**src/rtl/mreg_pkg.sv**
```systemverilog
package mreg_pkg;

  localparam int DIG_W = 160;
  localparam int BLK_W = 512;
  localparam int WORD_W = 32;

  typedef enum logic [1:0] {
    OP_EXTEND = 2'b00,
    OP_READ   = 2'b01,
    OP_CLEAR  = 2'b10,
    OP_NONE   = 2'b11
  } op_e;

  localparam logic [DIG_W-1:0] SHA_IV =
    160'h67452301_EFCDAB89_98BADCFE_10325476_C3D2E1F0;

endpackage

```
**src/rtl/mreg_sha1.sv**
```systemverilog
module mreg_sha1
  import mreg_pkg::*;
#(
  parameter int ROUNDS = 80,
  localparam int CNT_W = $clog2(ROUNDS + 1),
  localparam int PAD_ZEROS = BLK_W - 2 * DIG_W - 65
) (
  input  logic             clk,
  input  logic             rst,
  input  logic             start,
  input  logic [DIG_W-1:0] chain,
  input  logic [DIG_W-1:0] meas,
  output logic             busy,
  output logic             fin,
  output logic [DIG_W-1:0] digest
);

  localparam logic [63:0] MSG_LEN = 64'(2 * DIG_W);

  logic [WORD_W-1:0] va, vb, vc, vd, ve;
  logic [WORD_W-1:0] win [16];
  logic [CNT_W-1:0]  rnd;
  logic [BLK_W-1:0]  blk;
  logic [WORD_W-1:0] f_val, k_val, t_val, w_next;

  assign blk = {chain, meas, 1'b1, {PAD_ZEROS{1'b0}}, MSG_LEN};

  always_comb begin
    if (rnd < CNT_W'(20)) begin
      f_val = (vb & vc) | (~vb & vd);
      k_val = 32'h5A827999;
    end else if (rnd < CNT_W'(40)) begin
      f_val = vb ^ vc ^ vd;
      k_val = 32'h6ED9EBA1;
    end else if (rnd < CNT_W'(60)) begin
      f_val = (vb & vc) | (vb & vd) | (vc & vd);
      k_val = 32'h8F1BBCDC;
    end else begin
      f_val = vb ^ vc ^ vd;
      k_val = 32'hCA62C1D6;
    end
    t_val  = {va[26:0], va[31:27]} + f_val + ve + k_val + win[0];
    w_next = win[13] ^ win[8] ^ win[2] ^ win[0];
  end

  always_ff @(posedge clk) begin
    if (rst) begin
      busy <= 1'b0;
      rnd  <= '0;
    end else if (start && !busy) begin
      busy <= 1'b1;
      rnd  <= '0;
      {va, vb, vc, vd, ve} <= SHA_IV;
      for (int i = 0; i < 16; i++) win[i] <= blk[BLK_W-1-WORD_W*i -: WORD_W];
    end else if (busy) begin
      if (rnd == CNT_W'(ROUNDS)) begin
        busy <= 1'b0;
      end else begin
        va  <= t_val;
        vb  <= va;
        vc  <= {vb[1:0], vb[31:2]};
        vd  <= vc;
        ve  <= vd;
        for (int i = 0; i < 15; i++) win[i] <= win[i+1];
        win[15] <= {w_next[30:0], w_next[31]};
        rnd <= rnd + 1'b1;
      end
    end
  end

  assign fin = busy && (rnd == CNT_W'(ROUNDS));
  assign digest = {va + SHA_IV[159:128], vb + SHA_IV[127:96], vc + SHA_IV[95:64],
                   vd + SHA_IV[63:32], ve + SHA_IV[31:0]};

  assert_round_bound_R8: assert property (@(posedge clk) disable iff (rst)
    busy |-> (rnd <= CNT_W'(ROUNDS)));
  assert_fin_ends_run_R8: assert property (@(posedge clk) disable iff (rst)
    fin |=> !busy);

endmodule

```
**src/rtl/mreg_file.sv**
```systemverilog
module mreg_file
  import mreg_pkg::*;
#(
  parameter int NREG = 8,
  parameter int NSTAT = 4,
  localparam int IDX_W = $clog2(NREG)
) (
  input  logic             clk,
  input  logic             rst,
  input  logic [IDX_W-1:0] ridx,
  output logic [DIG_W-1:0] rdata,
  input  logic             we,
  input  logic [IDX_W-1:0] widx,
  input  logic [DIG_W-1:0] wdata,
  input  logic             clr,
  input  logic [IDX_W-1:0] cidx
);

  localparam logic [IDX_W-1:0] FIRST_DYN = IDX_W'(NSTAT);

  logic [DIG_W-1:0] mem [NREG];

  always_ff @(posedge clk) begin
    if (rst) begin
      for (int i = 0; i < NREG; i++) mem[i] <= (i < NSTAT) ? '0 : '1;
    end else if (we) begin
      mem[widx] <= wdata;
    end else if (clr) begin
      mem[cidx] <= '0;
    end
  end

  assign rdata = mem[ridx];

  assert_clear_dynamic_only_R6: assert property (@(posedge clk) disable iff (rst)
    clr |-> (cidx >= FIRST_DYN));
  assert_single_writer_R2: assert property (@(posedge clk) disable iff (rst)
    !(we && clr));

endmodule

```
**src/rtl/mreg_bank.sv**
```systemverilog
module mreg_bank
  import mreg_pkg::*;
#(
  parameter int NREG = 8,
  parameter int NSTAT = 4,
  localparam int IDX_W = $clog2(NREG)
) (
  input  logic             clk,
  input  logic             rst,
  input  logic             cmd_valid,
  input  logic [1:0]       cmd_op,
  input  logic [IDX_W-1:0] cmd_idx,
  input  logic [DIG_W-1:0] cmd_meas,
  output logic             busy,
  output logic             done,
  output logic             rd_valid,
  output logic [DIG_W-1:0] rd_data,
  output logic             err,
  output logic             rej
);

  localparam logic [IDX_W-1:0] FIRST_DYN = IDX_W'(NSTAT);

  op_e              op;
  logic             acc, ext_go, rd_go, clr_go, clr_static;
  logic             fin;
  logic [DIG_W-1:0] digest, cur_val;
  logic [IDX_W-1:0] ext_idx;

  assign op         = op_e'(cmd_op);
  assign acc        = cmd_valid && !busy;
  assign ext_go     = acc && (op == OP_EXTEND);
  assign rd_go      = acc && (op == OP_READ);
  assign clr_go     = acc && (op == OP_CLEAR) && (cmd_idx >= FIRST_DYN);
  assign clr_static = acc && (op == OP_CLEAR) && (cmd_idx < FIRST_DYN);

  mreg_file #(.NREG(NREG), .NSTAT(NSTAT)) u_file (
    .clk(clk), .rst(rst),
    .ridx(cmd_idx), .rdata(cur_val),
    .we(fin), .widx(ext_idx), .wdata(digest),
    .clr(clr_go), .cidx(cmd_idx)
  );

  mreg_sha1 u_sha (
    .clk(clk), .rst(rst), .start(ext_go),
    .chain(cur_val), .meas(cmd_meas),
    .busy(busy), .fin(fin), .digest(digest)
  );

  always_ff @(posedge clk) begin
    if (rst) begin
      done     <= 1'b0;
      rd_valid <= 1'b0;
      rd_data  <= '0;
      err      <= 1'b0;
      rej      <= 1'b0;
      ext_idx  <= '0;
    end else begin
      done     <= fin;
      rd_valid <= rd_go;
      err      <= clr_static;
      rej      <= cmd_valid && busy;
      if (rd_go)  rd_data <= cur_val;
      if (ext_go) ext_idx <= cmd_idx;
    end
  end

  assert_static_clear_flag_R6: assert property (@(posedge clk) disable iff (rst)
    (cmd_valid && !busy && cmd_op == 2'b10 && cmd_idx < FIRST_DYN) |=> err);
  assert_read_latency_R7: assert property (@(posedge clk) disable iff (rst)
    (cmd_valid && !busy && cmd_op == 2'b01) |=> rd_valid);
  assert_done_pulse_R8: assert property (@(posedge clk) disable iff (rst)
    done |=> !done);
  assert_done_at_idle_R8: assert property (@(posedge clk) disable iff (rst)
    $fell(busy) |-> done);
  assert_refuse_busy_R9: assert property (@(posedge clk) disable iff (rst)
    (cmd_valid && busy) |=> (rej && !rd_valid && !err));
  assert_noop_quiet_R2: assert property (@(posedge clk) disable iff (rst)
    (cmd_valid && !busy && cmd_op == 2'b11) |=> (!rd_valid && !err && !busy));

endmodule

```
**config.mk**
```make
export PLATFORM = sky130hd
export DESIGN_NAME = mreg_bank
export DESIGN_NICKNAME = d
export VERILOG_FILES = /design/src/rtl/mreg_pkg.sv /design/src/rtl/mreg_sha1.sv /design/src/rtl/mreg_file.sv /design/src/rtl/mreg_bank.sv
export SDC_FILE = /design/constraint.sdc
export NUM_CORES = 2
export LEC_CHECK = 0
export BUFFER_PORTS_ARGS = -buffer_cell sky130_fd_sc_hd__buf_2
export CAP_MARGIN = 20
export CORE_ASPECT_RATIO = 0.75
export CORE_MARGIN = 2
export CORE_UTILIZATION = 30
export DETAILED_ROUTE_END_ITERATION = 7
export GPL_TIMING_DRIVEN = 0
export PLACE_DENSITY = 0.45
export SETUP_SLACK_MARGIN = 0.2
export SKIP_LAST_GASP = 1
export SYNTH_ARGS = -nofsm -noshare
export SYNTH_HDL_FRONTEND = slang
export SYNTH_SLANG_ARGS = --single-unit
```
**constraint.sdc**
```tcl
create_clock -name clk -period 13.05 [get_ports clk]
set_input_delay 1.305 -clock clk [delete_from_list [all_inputs] [get_ports clk]]
set_output_delay 1.305 -clock clk [all_outputs]
set_load 0.005 [all_outputs]
```
==> summary.txt <==
Synth
  – Sequential cell area fraction in the yosys report: around two thirds
  – Yosys top cell area share: around three fifths
  – Cell taking the most area after synthesis: edfxtp_1
  – Synth area leaders: edfxtp_1 (62%), mux4_2 (7.6%), nor2_1 (4.2%)
  – Synth unique cells: 80
  – Syn Area/Cell: roughly 14 sq um
  – Yosys reg bits: about 2100
  – Yosys warns: 0
  – Number of synthesized flops with an enable pin: between 1500 and 2000
  – Syn Nets: between 7000 and 8000
  – Cells after Synth: slightly below 7000
  – Ys async rst share: 0%
  – Cell Area, Synth: 94800 sq um
  – Ys flop type: edfxtp_1

Detailed routing
  – ANT nets after route: 0
  – Via density: 5.23
  – DRC viols: 0
  – WL final: between 300000 and 400000 um
  – Initial DRC Count: ~8500
  – Via count: 61443
  – Avg WL per Cell: about 32 um
  – DR pass1 iterations: 7

Critical path
  – CP max FO: 11
  – Crit Path Class: register to register
  – Max stage delay on crit path: a little under 700 ps
  – Top delay family on crit path: compound AO/OA/AOI/OAI gates
  – Crit end category: register
  – WP data arrival: 8610 ps
  – Startpoint Class: register
  – CP required: ~14000 ps
  – Crit path buf inv count: 5
  – Slowest CP cell: clkbuf_1

Die
  – Placeable Area: around 310000 sq um
  – Starting Density: between 30% and 40%
  – Chip width: approximately 650 um
  – Ports: roughly 330
  – Num rows: around 180
  – Die height: between 400 and 500 um
  – Die area: 321000 sq um

Timing
  – Clock Skew: between 90 and 100 ps
  – # setup viols final: 0
  – Hold Fails Final Rpt: 0
  – Final Cycle Share: roughly three fifths
  – Slew headroom: 13.2%
  – Unrepaired setup endpoints after global routing: false
  – F_max: 126 MHz
  – Min cycle time layout: 7960 ps
  – Worst slew pin tran: 1300 ps
  – Final Max Slew Viols: 0
  – Setup ws final: 5090 ps

CTS
  – CTS tree: built
  – Post-cts sizing count: 0
  – CTS Buffer Depth: 4
  – Clock Sinks: between 2000 and 2500
  – Root buf cell: clkbuf_16
  – Post-CTS setup buffers: 0
  – Num CTS Buffers: about 220
  – Clk_lat worst skew: ~940 ps
  – H-tree Lvls: 4
  – Cts hold-fix bufs: 0
  – Clock slew at reported path FFs: ~70 ps

Placed design
  – Pre-CTS setup slack: ~5400 ps
  – Placer Congestion: ~0.97
  – DP Wirelength: 274000 um
  – PortBufs: 330

GRT
  – Vias in the first global route: about 60000
  – Total grt overflow: 0
  – GRT Total Usage: 22.6%
  – Pin count of the biggest net entering global routing: ~110
  – Grt met2 use: between 30 and 40%
  – First-pass GRT wire length: 501000 um
  – GRT met1 Usage: about a third
  – Antenna violations before repair: about 50
  – GRT Max-Usage Layer: met1
  – M3 GR Usage: under 10%

Pwr
  – VDD IR-drop max: 118 uV
  – Pwr Density: ~150 nW/um^2
  – Total Power: 16.6 mW
  – Leakage: between 30 and 40 nW

Run status
  – Status: finished clean

Final layout
  – Commonest non-fill, non-tap cell in the layout: edfxtp_1
  – Most frequent cells in the layout: edfxtp_1 (1952), nor2_1 (1058), nand2_1 (757)
  – Area growth syn-to-layout: 16.5%
  – Layout cells sized above 1: roughly 19%
  – Core Util, Final: between 30% and 40%
  – # nets final: 7758

Hold path
  – Hold Path Class: register to register

Run
  – Max-Cap Viols: 0
-- sequential cells by signal, indices dropped and copies added, names as in the netlist, 3 cells and up --
signal and count:
u_file.mem 1280, u_sha.vd 32, u_sha.ve 32, u_sha.va 32
u_sha.vb 32, u_sha.vc 32, u_sha.win 512, rd_data 160
ext_idx 3, u_sha.rnd 7
-- Yosys cell counts, types with 6 or more instances --
cell type  instances
a31oi_1            8
or3_1             17
o21bai_1           6
clkbuf_1         288
o32ai_1            8
a21o_1            22
nor2_1          1059
and2_1           221
mux2_2           160
fa_1             119
dfxtp_1          175
xor2_1            62
mux4_2           320
o221a_2           11
a21oi_1          222
o21ai_2            6
edfxtp_1        1952
buf_1             38
nor3_1            57
xnor2_1          175
o21a_1            19
o31ai_1            6
nand2b_1          86
o211ai_1          11
ha_1              56
buf_6             10
nand2_1          759
o21ai_1           40
a211oi_1         164
o21ai_0          103
mux2i_1          180
nand3_1           27
inv_1            172
buf_2             98
nor2b_1           19
o221ai_1          11
or2_2             14
-- per-layer routing --
layer  up-vias  share of wire [%]
li1      25891                  -
met1     32198                 45
met2      2890                 43
met3       450                9.6
met4        14                2.7
met5         -              0.025
-- worst paths after layout --
kind / startpoint / endpoint / slack (ps) / cells past startpoint
worst max-delay path: u_sha.rnd[4]$_SDFFE_PP0P_ / u_sha.va[31]$_SDFFCE_PP0P_ / 5090 / 25
worst min-delay path: u_sha.win[3][2]$_SDFFCE_PP0P_ / u_sha.win[2][98]$_SDFFCE_PP0P_ / 480 / 1
worst max register to register: u_sha.rnd[4]$_SDFFE_PP0P_ / u_sha.va[31]$_SDFFCE_PP0P_ / 5090 / 25
worst min register to register: u_sha.win[3][2]$_SDFFCE_PP0P_ / u_sha.win[2][98]$_SDFFCE_PP0P_ / 480 / 1
-- through the flow --
stage	hold slack, ps	setup TNS [ps]	cell area [sq um]	cells
finish	481	0	110000	11759
global placement	466	-2855970	102000	11260
global route	500	0	110000	11741
CTS	477	0	110000	11734
detailed placement	480	0	103000	11329
floorplan	449	0	94800	6790
-- layout make-up --
| class | count | area [sq um] |
|---|---|---|
| Clock buffer | 327 | 6580 |
| Timing Repair Buffer | 401 | 3130 |
| Buffer | 435 | 1870 |
| Sequential cell | 2127 | 62100 |
| Tap cell | 4140 | 5180 |
| Fill cell | 30710 | 204000 |
| Inverter | 172 | 646 |
| Clock inverter | 78 | 631 |
| Multi-Input combinational cell | 4056 | 30300 |
| Antenna cell | 23 | 57.6 |
-- where the power goes --
group | total (mW) | switching [mW] | internal, mW
registers | 7.95 | 0.232 | 7.72
clock network | 6.45 | 2.84 | 3.61
logic | 2.23 | 1.45 | 0.776
-- logic make-up after synthesis --
group	synth area share (%)
DFF	65.5
xor gates and xnor gates	2.26
and+or+nand+nor	10.4
adders and majority gates	3.25
muxes	11.4
AOI/OAI and AO/OA	4.54
buffers and inverters	2.62
No activity file was read; power rests on OpenSTA's default activity.
